--- config.mk ---
export PLATFORM = sky130hd
export DESIGN_NAME = serial_tx_inv
export DESIGN_NICKNAME = d
export VERILOG_FILES = /design/src/rtl/serial_tx_pkg.sv /design/src/rtl/tx_hold_buf.sv /design/src/rtl/tx_frame_build.sv /design/src/rtl/tx_shifter.sv /design/src/rtl/serial_tx_inv.sv
export SDC_FILE = /design/constraint.sdc
export NUM_CORES = 1
export LEC_CHECK = 0
export ABC_AREA = 1
export BUFFER_PORTS_ARGS = -buffer_cell sky130_fd_sc_hd__buf_4
export CORE_MARGIN = 5
export CORE_UTILIZATION = 50
export DETAILED_ROUTE_END_ITERATION = 16
export PLACE_DENSITY = 0.69
export SLEW_MARGIN = 20
export SYNTH_ARGS = -nofsm -noshare
export SYNTH_HDL_FRONTEND = slang
export SYNTH_SLANG_ARGS = --single-unit
--- constraint.sdc ---
create_clock -name clk -period 2.56 [get_ports clk]
set_clock_uncertainty 0.1 [all_clocks]
set_input_delay 0.512 -clock clk [delete_from_list [all_inputs] [get_ports clk]]
set_output_delay 0.512 -clock clk [all_outputs]
set_load 0.03 [all_outputs]
--- src/rtl/serial_tx_pkg.sv ---
package serial_tx_pkg;
  typedef struct packed {
    logic short_len;
    logic par_en;
    logic par_odd;
    logic two_stop;
  } tx_cfg_t;
endpackage

--- src/rtl/tx_hold_buf.sv ---
module tx_hold_buf #(
  parameter int DATA_W = 8
) (
  input  logic              clk,
  input  logic              rst,
  input  logic              wr_en,
  input  logic [DATA_W-1:0] wr_data,
  input  logic              invert,
  input  logic              take,
  output logic              full,
  output logic [DATA_W-1:0] data_out
);
  // Inversion is applied once, on the way in; a write beats a take.
  always_ff @(posedge clk) begin
    if (rst) begin
      full     <= 1'b0;
      data_out <= '0;
    end else if (wr_en) begin
      data_out <= invert ? ~wr_data : wr_data;
      full     <= 1'b1;
    end else if (take) begin
      full <= 1'b0;
    end
  end
endmodule

--- src/rtl/tx_frame_build.sv ---
module tx_frame_build
  import serial_tx_pkg::*;
#(
  parameter int DATA_W  = 8,
  parameter int FRAME_W = DATA_W + 3,
  parameter int CNT_W   = $clog2(FRAME_W + 1)
) (
  input  logic [DATA_W-1:0]  data,
  input  tx_cfg_t            cfg,
  output logic [FRAME_W-1:0] frame,
  output logic [CNT_W-1:0]   nbits
);
  logic [CNT_W-1:0]  len;
  logic [DATA_W-1:0] mask;
  logic              par;

  always_comb begin
    len  = cfg.short_len ? CNT_W'(DATA_W - 1) : CNT_W'(DATA_W);
    mask = cfg.short_len ? {1'b0, {(DATA_W-1){1'b1}}} : '1;
    par  = (^(data & mask)) ^ cfg.par_odd;
    frame = '1;
    for (int i = 0; i < DATA_W; i++) begin
      if (CNT_W'(i) < len) frame[i] = data[i];
    end
    if (cfg.par_en) frame[len] = par;
    nbits = len + CNT_W'(cfg.par_en) + CNT_W'(1) + CNT_W'(cfg.two_stop);
  end
endmodule

--- src/rtl/tx_shifter.sv ---
module tx_shifter #(
  parameter int FRAME_W = 11,
  parameter int CNT_W   = 4
) (
  input  logic               clk,
  input  logic               rst,
  input  logic               tick,
  input  logic               have_data,
  input  logic [FRAME_W-1:0] frame_in,
  input  logic [CNT_W-1:0]   nbits_in,
  output logic               take,
  output logic               finish,
  output logic               txd
);
  logic               busy;
  logic [FRAME_W-1:0] sreg;
  logic [CNT_W-1:0]   remain;
  logic               last;

  assign last   = busy && (remain == '0);
  assign take   = tick && have_data && (!busy || last);
  assign finish = tick && last && !have_data;

  always_ff @(posedge clk) begin
    if (rst) begin
      busy   <= 1'b0;
      sreg   <= '1;
      remain <= '0;
      txd    <= 1'b1;
    end else if (take) begin
      busy   <= 1'b1;
      sreg   <= frame_in;
      remain <= nbits_in;
      txd    <= 1'b0;
    end else if (finish) begin
      busy <= 1'b0;
      txd  <= 1'b1;
    end else if (tick && busy) begin
      txd    <= sreg[0];
      sreg   <= {1'b1, sreg[FRAME_W-1:1]};
      remain <= remain - 1'b1;
    end
  end
endmodule

--- src/rtl/serial_tx_inv.sv ---
module serial_tx_inv
  import serial_tx_pkg::*;
#(
  parameter int DATA_W = 8
) (
  input  logic              clk,
  input  logic              rst,
  input  logic              baud_tick,
  input  logic              wr_en,
  input  logic [DATA_W-1:0] wr_data,
  input  logic              logic_inv,
  input  logic              short_len,
  input  logic              par_en,
  input  logic              par_odd,
  input  logic              two_stop,
  output logic              txd,
  output logic              buf_empty,
  output logic              tx_done
);
  localparam int FRAME_W = DATA_W + 3;
  localparam int CNT_W   = $clog2(FRAME_W + 1);

  logic               full, take, finish;
  logic [DATA_W-1:0]  held;
  logic [FRAME_W-1:0] frame;
  logic [CNT_W-1:0]   nbits;
  tx_cfg_t            cfg;

  assign cfg = '{short_len: short_len, par_en: par_en,
                 par_odd: par_odd, two_stop: two_stop};

  tx_hold_buf #(.DATA_W(DATA_W)) buf_i (
    .clk(clk), .rst(rst), .wr_en(wr_en), .wr_data(wr_data),
    .invert(logic_inv), .take(take), .full(full), .data_out(held)
  );

  tx_frame_build #(.DATA_W(DATA_W), .FRAME_W(FRAME_W), .CNT_W(CNT_W)) bld_i (
    .data(held), .cfg(cfg), .frame(frame), .nbits(nbits)
  );

  tx_shifter #(.FRAME_W(FRAME_W), .CNT_W(CNT_W)) shf_i (
    .clk(clk), .rst(rst), .tick(baud_tick), .have_data(full),
    .frame_in(frame), .nbits_in(nbits), .take(take), .finish(finish),
    .txd(txd)
  );

  assign buf_empty = ~full;

  always_ff @(posedge clk) begin
    if (rst)         tx_done <= 1'b0;
    else if (wr_en)  tx_done <= 1'b0;
    else if (finish) tx_done <= 1'b1;
  end
endmodule

==> metrics.md, run 1 <==
| Metric | Value |
|---|---|
| Status | `finished, final reports clean` |
| Detail Route met3 WL | `134 microns` |
| Syn nets | `228` |
| Insertion delay of the later-clocked pin in the worst-skew pair | `0.32 ns` |
| Leak | `0.801 nW` |
| Mapped Area | `1500 sq um` |
| Gr usage total | `15.2%` |
| Area Growth Syn to Fin | `9.71%` |
| Multi-input logic area | `796 sq um` |
| Placed Area | `1610 sq um` |
| Cell Int Power | `562 uW` |
| Hold WS | `0.389 ns` |
| P_sw | `259 uW` |
| Highest clock rate | `525 MHz` |
| Number of iterations in the first detailed-routing pass | `4` |
| Top cells by count, synth | `29 x nand2_1, 28 x inv_1, 25 x dfxtp_1, 22 x a21oi_1, 22 x nor2_1` |
| Endpoints failing setup | `0` |
| Flops & latches, synth | `25` |
| Max-cap violations | `0` |
| Worst-Margin Slew | `0.395 ns` |
| Critical Path RT | `2.73 ns` |
| Final ANT Viol Nets | `0` |
| Synth top area share | `33.5%` |
| DRT Wirelength | `2920 microns` |
| Period utilization | `74.4%` |
| Slowest Stage Delay on Critical Path | `0.39 ns` |
| Number of synthesized flops with an enable pin | `0` |
| Gpl congestion | `0.818` |
| DP Wirelength | `2250 microns` |
| Via density | `5.19` |
| Setup tns final | `0 ns` |
| Slew HR | `73.6%` |
| Sequential Power Share | `53.9%` |
| Port Buf Inserts | `19` |
| Max-slew violation count | `0` |
| CTS Root Cell | `clkbuf_4` |
| Maximum vdd drop | `0.317 mV` |
| Sequential area share after synthesis | `33.5%` |
| PD cells | `501 nW/um^2` |
| Overflow left after global routing | `0` |
| Syn_area_per_cell | `7.33 sq um` |
| Switching share of total power | `31.6%` |
| I/O pins | `20` |
| Arrival time at the worst endpoint | `2.07 ns` |
| Share of layout cells above drive strength 1 | `16.0%` |
| Via Count | `1,297` |
| CTS max path bufs | `2` |
| Clock sinks | `25` |
| RSZ-0062 raised after global routing | `no` |
| Max layer used | `met4` |
| Startpoint types | `flip-flop` |
| Synth Instances | `204` |
| Synth Flop Type | `dfxtp_1` |
| First-pass GRT wire length | `5080 microns` |
| Initial core utilization | `53.3%` |
| Initial antenna violation count | `0` |
| # H-tree levels | `1` |
| CTS resizes | `0` |
| Asr flop ratio synth | `0%` |
| Final std cells w/o fill | `250` |
| Post-route DRC | `0` |
| Yosys top cell by area | `dfxtp_1` |
| Die X | `64.7 microns` |
| Clk pwr share | `21.7%` |
| Fin nets | `244` |
| Core footprint | `2810 sq um` |
| FILL cells | `287` |
| Class of the tightest hold or removal check | `reg -> reg` |
| Drt first-iter violations | `70` |
| DRT met1 WL | `1390 microns` |
| Post-route design area | `1640 sq um` |
| Post-CTS Setup Inserts | `0` |
| Synth top area cells | `dfxtp_1 33%, a21oi_1 7.4%, nand2_1 7.3%` |
| Logic pwr share | `24.4%` |
| Critical-path maximum fanout | `14` |
| Sequential Area | `500 sq um` |
| Vias in the first global route | `1,180` |
| Crit Path Class | `reg -> reg` |
| Wirelength per Cell | `11.7 microns` |
| Cts hold-fix bufs | `0` |
| Num rows | `19` |
| Largest net degree at the start of global routing | `23` |
| Placed Cells | `246` |
| Final min period | `1.90 ns` |
| Dominant cell by count in the synthesized netlist | `nand2_1` |
| Worst-path clk slew | `0.14 ns` |
| Worst path cell trace | `inv_1, ha_1, nand2_2, o21ai_4, a21oi_4, inv_2, a21oi_1, o21ai_1, a21oi_2` |
| TritonCTS clock tree | `yes` |
| Final hold vios | `0` |
| Netlist cell types | `31` |
| CP endpoint kind | `flip-flop` |
| Yosys warns | `0` |
| WL met2 | `1380 microns` |
| Slowest CP cell | `dfxtp_1` |
| Die Y | `64.7 microns` |
| Die area | `4180 sq um` |
| Cts bufs inserted | `3` |
| Antenna Cells | `0` |
==> area by class of cell <==
class | instances | area share [%]
Multi-Input combinational cell | 139 | 48.5
Sequential cell | 25 | 30.5
Timing Repair Buffer | 19 | 8.70
Inverter | 32 | 8.31
Tap cell | 31 | 2.36
Clock buffer | 4 | 1.60
==> layout by cell type, fill, tap and decap left out, types with 2 or more instances in the layout <==
master    netlist  layout
nand3_1         6       6
nand2_1        29      29
nor2_1         22      22
xor2_1         10      10
dfxtp_1        25      25
inv_2           2       2
clkbuf_4        0       3
a21oi_1        22      22
o21ai_0        19      19
buf_4           2      19
ha_1            6       6
inv_1          28      28
o21ai_1        13      13
==> final timing paths <==
check | start | end | slack [ns] | cells past startpoint
setup / recovery | shf_i.remain[0] | shf_i.remain[3] | 0.66 | 9
hold / removal | shf_i.sreg[8] | shf_i.sreg[8] | 0.39 | 2
setup reg to reg | shf_i.remain[0] | shf_i.remain[3] | 0.66 | 9
hold reg to reg | shf_i.sreg[8] | shf_i.sreg[8] | 0.39 | 2
==> cell families after synthesis <==
group,synth area share (%)
AO/OA/AOI/OAI,22.3
XOR/XNOR,6.44
adder cells (fa/ha/maj),6.36
buffers and inverters,13.3
flip-flops,33.5
AND/OR/NAND/NOR,18.2
==> flip-flops by register name (all words and copies together) (netlist names) <==
register and count:
buf_i.data_out 8, buf_i.full 1, shf_i.busy 1, shf_i.remain 4, shf_i.sreg 9, shf_i.txd 1, tx_done 1
==> worst max-delay path: cells and delay by family (launching register included) <==
family	cells	cell delay, ns
adder cells (fa/ha/maj)	1	0.21
AO/OA/AOI/OAI	5	0.77
flip-flops	1	0.39
buffers and inverters	2	0.28
AND/OR/NAND/NOR	1	0.10
==> through the flow <==
stage	util [%]	total power, mW	setup slack (ns)
6_report	58.5	0.822	0.656
5_1_grt	58.5	0.876	0.483
4_1_cts	58.5	0.830	0.645
3_5_place_dp	57.5	0.654	0.362
3_3_place_gp	57.5	0.647	0.427
2_1_floorplan	-	0.602	0.591
==> power groups by stage <==
stage / logic, mW / clock network, mW / registers, mW
2_1_floorplan: 0.154 / 0 / 0.448
3_5_place_dp: 0.203 / 0 / 0.451
3_3_place_gp: 0.196 / 0 / 0.450
5_1_grt: 0.231 / 0.198 / 0.447
6_report: 0.201 / 0.178 / 0.443
4_1_cts: 0.204 / 0.184 / 0.443
==> routing by layer <==
metal / global-route usage, % / vias up
met4: 3.17 / 0
met2: 25.8 / 19
met5: 0 / -
met3: 4.15 / 2
li1: - / 678
met1: 19.4 / 598
(Power assumes the default switching activity.)
==> run 2: changes to the inputs <==
- PLACE_DENSITY: 0.69 -> 0.71
- clock period: 2.56 -> 1.7 ns (I/O delays scaled with it)
==> run 2 against run 1 <==
Effect of this change:
- utilization up 7.0 points
- via count increased by 5.2%
- sequential power is 51% higher
- die area unchanged
- total power rose by 59%
- worst hold slack worse by 0.18 ns
- non-clock buffer count grew 15
- final area is 12% higher
- setup slack lost 0.61 ns
- first-iteration DRC count decreased by 13%
- maximum frequency grew 15%
==> metrics.md, run 2 (synthesis gave the netlist of run 1 again) <==
| Metric | Value |
|---|---|
| Number of iterations in the first detailed-routing pass | `4 (unchanged)` |
| Worst-path clk slew | `0.14 ns (about the same)` |
| Gr usage total | `16.0% (+0.86 points)` |
| Clock sinks | `25 (unchanged)` |
| Num rows | `19 (unchanged)` |
| PD cells | `709 nW/um^2 (+42%)` |
| Leak | `0.885 nW (+10%)` |
| Fin nets | `260 (+6.6%)` |
| Antenna Cells | `0 (unchanged)` |
| R2R setup slack | `0.05 ns (-0.61 ns)` |
| Class of the tightest hold or removal check | `in -> reg` |
| Startpoint types | `flip-flop` |
| Overflow left after global routing | `0 (unchanged)` |
| Cts bufs inserted | `3 (unchanged)` |
| Slowest Stage Delay on Critical Path | `0.35 ns (-0.04 ns)` |
| Final core occ | `65.5% (+7.0 points)` |
| Max-slew violation count | `0 (unchanged)` |
| Worst-Margin Slew | `0.416 ns (+0.0209 ns)` |
| Endpoints failing setup | `0 (unchanged)` |
| Gpl congestion | `0.766 (-6.3%)` |
| Crit Path Class | `reg -> reg` |
| Slowest CP cell | `dfxtp_2` |
| Die area | `4180 sq um (unchanged)` |
| Cells on worst reg2reg path | `8 (-1)` |
| Arrival time at the worst endpoint | `1.80 ns (-0.27 ns)` |
| DP Wirelength | `2390 microns (+6.5%)` |
| R2R Path End | `shf_i.remain[2]` |
| Wirelength per Cell | `11.8 microns (+0.97%)` |
| First-pass GRT wire length | `5320 microns (+4.7%)` |
| Hold depth | `2 (unchanged)` |
| Via Count | `1,364 (+5.2%)` |
| Largest regs | `shf_i.sreg x9, buf_i.data_out x8, shf_i.remain x4` |
| Status | `finished, final reports clean` |
| Initial core utilization | `53.3% (unchanged)` |
| Most flop-heavy register | `shf_i.sreg` |
| Vias in the first global route | `1,294 (+9.7%)` |
| Hold WS | `0.208 ns (-0.181 ns)` |
| FILL cells | `238 (-17%)` |
| Final ANT Viol Nets | `0 (unchanged)` |
| Drt first-iter violations | `61 (-13%)` |
| Slew HR | `72.2% (-1.4 points)` |
| Insertion delay of the later-clocked pin in the worst-skew pair | `0.33 ns (about the same)` |
| Commonest cells after routing, fill and taps aside | `32 x buf_4, 29 x nand2_1, 26 x inv_1` |
| Worst Hold Launch | `rst` |
| TritonCTS clock tree | `yes` |
| Initial antenna violation count | `0 (unchanged)` |
| Most common cell after layout, fill and taps aside | `buf_4` |
| Final hold vios | `0 (unchanged)` |
| Crit path max-delay family | `compound AO/OA/AOI/OAI gates` |
| Port Buf Inserts | `19 (unchanged)` |
| Buf/Inv on CP | `2 (unchanged)` |
| Period utilization | `97.3% (+23 points)` |
| Worst hold endpoint | `shf_i.remain[3]` |
| Max-cap violations | `0 (unchanged)` |
| Critical Path RT | `1.85 ns (-0.88 ns)` |
| Via density | `5.13 (-1.2%)` |
| Maximum vdd drop | `0.541 mV (+71%)` |
| Max FFs per register | `9 (unchanged)` |
| Worst path cell trace | `inv_2, ha_4, nand2_4, o21ai_4, nand3_4, buf_6, a211oi_2, nor2_1` |
| Largest net degree at the start of global routing | `23 (unchanged)` |
| Cts hold-fix bufs | `0 (unchanged)` |
| Critical-path maximum fanout | `6 (-8)` |
| CTS max path bufs | `2 (unchanged)` |
| # H-tree levels | `1 (unchanged)` |
| RR Startpoint | `shf_i.remain[0]` |
| Core footprint | `2810 sq um (unchanged)` |
| Die X | `64.7 microns (unchanged)` |
| Post-route DRC | `0 (unchanged)` |
| I/O pins | `20 (unchanged)` |
| DRT Wirelength | `3140 microns (+7.4%)` |
| RSZ-0062 raised after global routing | `yes` |
| CP endpoint kind | `flip-flop` |
| CTS Root Cell | `clkbuf_4` |
| Highest clock rate | `604 MHz (+15%)` |
| Share of layout cells above drive strength 1 | `27.2% (+11 points)` |
| Setup tns final | `0 ns (unchanged)` |
| Die Y | `64.7 microns (unchanged)` |
| Final min period | `1.65 ns (-0.249 ns)` |
| Area Growth Syn to Fin | `22.9%` |
[run 2: changes by cell type in the layout (fill, tap and decap cells not counted), sizes merged]
cell | before | now
buf | 19 | 34
clkinv | 0 | 1
clkbuf | 4 | 3
inv | 31 | 32
[run 2: area by class of cell]
| type | count | area [sq um] | share of cell area, % |
|---|---|---|---|
| clock buffers | 3 | 22.5 | 1.23 |
| well taps | 31 | 38.8 | 2.11 |
| flip-flops and latches | 25 | 503 | 27.4 |
| repair buffers | 34 | 263 | 14.3 |
| multi-input cells | 139 | 856 | 46.6 |
| clock inverters | 1 | 5.00 | 0.272 |
| repair inverters | 1 | 6.26 | 0.340 |
| inverters | 32 | 144 | 7.83 |
[run 2: repair_timing]
item	4_1_cts	5_1_grt
resized for setup	0	17
buffers inserted	4	3
setup endpoints to repair	2	13
cloned	0	1
pin swaps	2	4
[run 2: stage by stage]
step / worst slack (ns) / std cells / total power, mW / instance area (sq um)
2_1_floorplan: 0.0205 / 204 / 0.911 / 1520
3_3_place_gp: -0.0859 / 254 / 0.991 / 1700
3_5_place_dp: -0.171 / 254 / 1.01 / 1700
4_1_cts: -0.00502 / 262 / 1.28 / 1760
5_1_grt: -0.0677 / 266 / 1.40 / 1840
6_report: 0.0454 / 266 / 1.30 / 1840
[run 2: metal layers]
| layer | global-route usage, % | wire length [microns] | vias to the layer above |
|---|---|---|---|
| li1 | - | - | 711 |
| met5 | 0 | 0 | - |
| met1 | 18.8 | 1460 | 630 |
| met4 | 6.86 | 50 | 0 |
| met3 | 2.76 | 100 | 5 |
| met2 | 28.7 | 1520 | 18 |
[run 2: worst max-delay path by stage]
| stage | startpoint | end | slack (ns) | cells after the start |
|---|---|---|---|---|
| after global routing | shf_i.remain[0] | shf_i.remain[2] | -0.07 | 8 |
| final | shf_i.remain[0] | shf_i.remain[2] | 0.05 | 8 |
| after detailed placement | short_len | shf_i.remain[2] | -0.17 | 11 |
| after CTS | shf_i.remain[0] | shf_i.remain[3] | -0.005 | 9 |
| after global placement | short_len | shf_i.remain[2] | -0.09 | 11 |
| after floorplan | short_len | shf_i.remain[2] | 0.02 | 10 |
[run 2: power breakdown]
group          leakage [nW]  internal, mW  switching (mW)
Sequential            0.207         0.632          0.0382
Combinational         0.660         0.162           0.197
Clock                0.0177        0.0885           0.186
[run 2: worst reg2reg max path: cells and delay by family (launching register included)]
family | cells | cell delay (ns)
flip-flops | 1 | 0.35
buffers and inverters | 2 | 0.25
adder cells (fa/ha/maj) | 1 | 0.14
AND/OR/NAND/NOR | 3 | 0.30
AO/OA/AOI/OAI | 2 | 0.42
==> run 3: changes to the inputs <==
- CORE_UTILIZATION: 50 -> 51
- PLACE_DENSITY: 0.71 -> 0.73
==> run 3 against run 2 <==
Effect of this change:
- setup slack better by 0.019 ns
- cell count is 1.9% lower
- total power is 0.72% lower
- final area is 2.3% lower
- utilization is 0.97 points lower
- worst hold slack better by 0.0042 ns
- first-iteration DRC count is 8.2% lower
- critical path depth stayed put
- maximum frequency is 1.2% higher
- register-to-register slack better by 0.02 ns
- global-route usage is 0.44 points lower
- largest power group unchanged
==> metrics.md, run 3 (synthesis gave the netlist of run 1 again) <==
| Metric | Value |
|---|---|
| DP Wirelength | `2290 microns (-4.3%)` |
| # H-tree levels | `1 (unchanged)` |
| Via Count | `1,342 (-1.6%)` |
| Max-slew violation count | `0 (unchanged)` |
| Num rows | `19 (unchanged)` |
| Placed Cells | `252 (-0.79%)` |
| DRT Wirelength | `3070 microns (-2.1%)` |
| Arrival time at the worst endpoint | `1.77 ns (-0.03 ns)` |
| Via density | `5.14 (+0.27%)` |
| Area Growth Syn to Fin | `20.1%` |
| Met1 Resource Use GR | `17.5% (-1.3 points)` |
| CTS max path bufs | `2 (unchanged)` |
| RSZ-0062 raised after global routing | `no` |
| Met3 Track Usage GR | `3.85% (+1.1 points)` |
| Slew HR | `72.2% (about the same)` |
| Most common cell after layout, fill and taps aside | `nand2_1` |
| Max FFs per register | `9 (unchanged)` |
| Cell Int Power | `871 uW (-1.3%)` |
| Final core occ | `64.6% (-0.97 points)` |
| Clock sinks | `25 (unchanged)` |
| Sequential Power Share | `51.8% (+0.4 points)` |
| Vias in the first global route | `1,292 (-0.15%)` |
| Wirelength per Cell | `11.8 microns (-0.20%)` |
| Share of layout cells above drive strength 1 | `25.7% (-1.6 points)` |
| CTS Root Cell | `clkbuf_4` |
| Class of the tightest hold or removal check | `in -> reg` |
| Max-cap violations | `0 (unchanged)` |
| Final min period | `1.64 ns (-0.0189 ns)` |
| Fin nets | `255 (-1.9%)` |
| Commonest cells after routing, fill and taps aside | `29 x nand2_1, 28 x buf_4, 26 x inv_1` |
| Largest net degree at the start of global routing | `23 (unchanged)` |
| Die X | `64.1 microns (-0.83%)` |
| Initial antenna violation count | `0 (unchanged)` |
| Startpoint types | `flip-flop` |
| Die area | `4110 sq um (-1.7%)` |
| PD cells | `721 nW/um^2 (+1.6%)` |
| Cts hold-fix bufs | `0 (unchanged)` |
| Gpl congestion | `0.783 (+2.3%)` |
| Leak | `0.855 nW (-3.4%)` |
| Core footprint | `2780 sq um (-0.85%)` |
| Initial core utilization | `53.8% (+0.46 points)` |
| First-pass GRT wire length | `5290 microns (-0.64%)` |
| Drt first-iter violations | `56 (-8.2%)` |
| Logic pwr share | `26.3% (-1.3 points)` |
| Number of iterations in the first detailed-routing pass | `4 (unchanged)` |
| TritonCTS clock tree | `yes` |
| Most flop-heavy register | `shf_i.sreg` |
| Gr usage total | `15.6% (-0.44 points)` |
| Period utilization | `96.2% (-1.1 points)` |
| CP endpoint kind | `flip-flop` |
| Status | `finished, final reports clean` |
| Worst-path clk slew | `0.15 ns (about the same)` |
| Final hold vios | `0 (unchanged)` |
| Largest regs | `shf_i.sreg x9, buf_i.data_out x8, shf_i.remain x4` |
| Critical-path maximum fanout | `8 (+2)` |
| Endpoints failing setup | `0 (unchanged)` |
| Final std cells w/o fill | `261 (-1.9%)` |
| P_sw | `424 uW (+0.57%)` |
| Critical Path RT | `1.84 ns (about the same)` |
| I/O pins | `20 (unchanged)` |
| Final ANT Viol Nets | `0 (unchanged)` |
| Gr busiest metal | `met2` |
| Met2 Use GR | `28.0% (-0.72 points)` |
| Die Y | `64.1 microns (-0.83%)` |
| Switching share of total power | `32.7% (+0.42 points)` |
| Post-route DRC | `0 (unchanged)` |
| Cts bufs inserted | `3 (unchanged)` |
| Port Buf Inserts | `19 (unchanged)` |
| Highest clock rate | `611 MHz (+1.2%)` |
| Insertion delay of the later-clocked pin in the worst-skew pair | `0.33 ns (about the same)` |
| Overflow left after global routing | `0 (unchanged)` |
| Maximum vdd drop | `0.609 mV (+13%)` |
| Antenna Cells | `0 (unchanged)` |
| Crit Path Class | `reg -> reg` |
| Worst-Margin Slew | `0.417 ns (+0.000486 ns)` |
| Clk pwr share | `21.9% (+0.9 points)` |
[run 3: cell types whose count changed in the layout (fill, tap and decap cells not counted), sizes merged]
| cell | change |
|---|---|
| buf | -5 |
| clkinvlp | +1 |
| inv | -1 |
[run 3: area by class of cell]
type                            instances  area (sq um)
Tap cell                               31          38.8
Timing Repair Buffer                   29           221
Sequential cell                        25           503
Clock buffer                            3          22.5
Inverter                               32           146
Multi-Input combinational cell        139           847
Fill cell                             255           986
Timing Repair inverter                  1          8.76
Clock inverter                          1          7.51
[run 3: what timing repair did]
action | CTS | global route
cloned | 0 | 1
pin swaps | 2 | 2
buffers inserted | 1 | 3
resized for setup | 3 | 11
hold endpoints to repair | 0 | 0
setup endpoints to repair | 4 | 13
[run 3: power groups by stage]
stage               clock (mW)  combinational (mW)  sequential [mW]
global placement             0               0.307            0.677
floorplan                    0               0.236            0.675
finish                   0.283               0.340            0.671
detailed placement           0               0.320            0.681
global route             0.327               0.387            0.677
CTS                      0.292               0.325            0.668
[run 3: through the flow]
stage / TNS (ns) / power, mW / hold WS, ns / area [sq um] / setup WS, ns
floorplan: 0 / 0.911 / 0.335 / 1520 / 0.0205
global placement: -0.0846 / 0.985 / 0.352 / 1690 / -0.0846
detailed placement: -0.187 / 1.00 / 0.359 / 1690 / -0.132
CTS: -0.00393 / 1.29 / 0.206 / 1730 / -0.00365
global route: 0 / 1.39 / 0.206 / 1800 / 0.00903
finish: 0 / 1.29 / 0.213 / 1800 / 0.0643
[run 3: layer usage]
| layer | share of wire, % | wire [microns] | vias up |
|---|---|---|---|
| met4 | 0.94 | 29 | 0 |
| met3 | 4.5 | 137 | 4 |
| met2 | 50 | 1550 | 29 |
| met1 | 44 | 1360 | 604 |
| met5 | 0 | 0 | - |
| li1 | - | - | 705 |
[run 3: final timing paths]
kind                          end            start  slack (ns)  cells after the start
hold / removal    shf_i.remain[3]              rst        0.21                      2
hold reg to reg     shf_i.sreg[7]    shf_i.sreg[7]        0.40                      2
setup / recovery    shf_i.sreg[2]  shf_i.remain[0]        0.06                      8
setup reg to reg    shf_i.sreg[2]  shf_i.remain[0]        0.06                      8
[run 3: worst max-delay path, cell delays in order (launching register included)]
cell and delay, ns:
dfxtp_2 0.35, inv_2 0.08, ha_4 0.14, nand2_2 0.07
o21ai_4 0.20, nand3_4 0.23, buf_6 0.21, nor2_1 0.10
o21ai_1 0.08
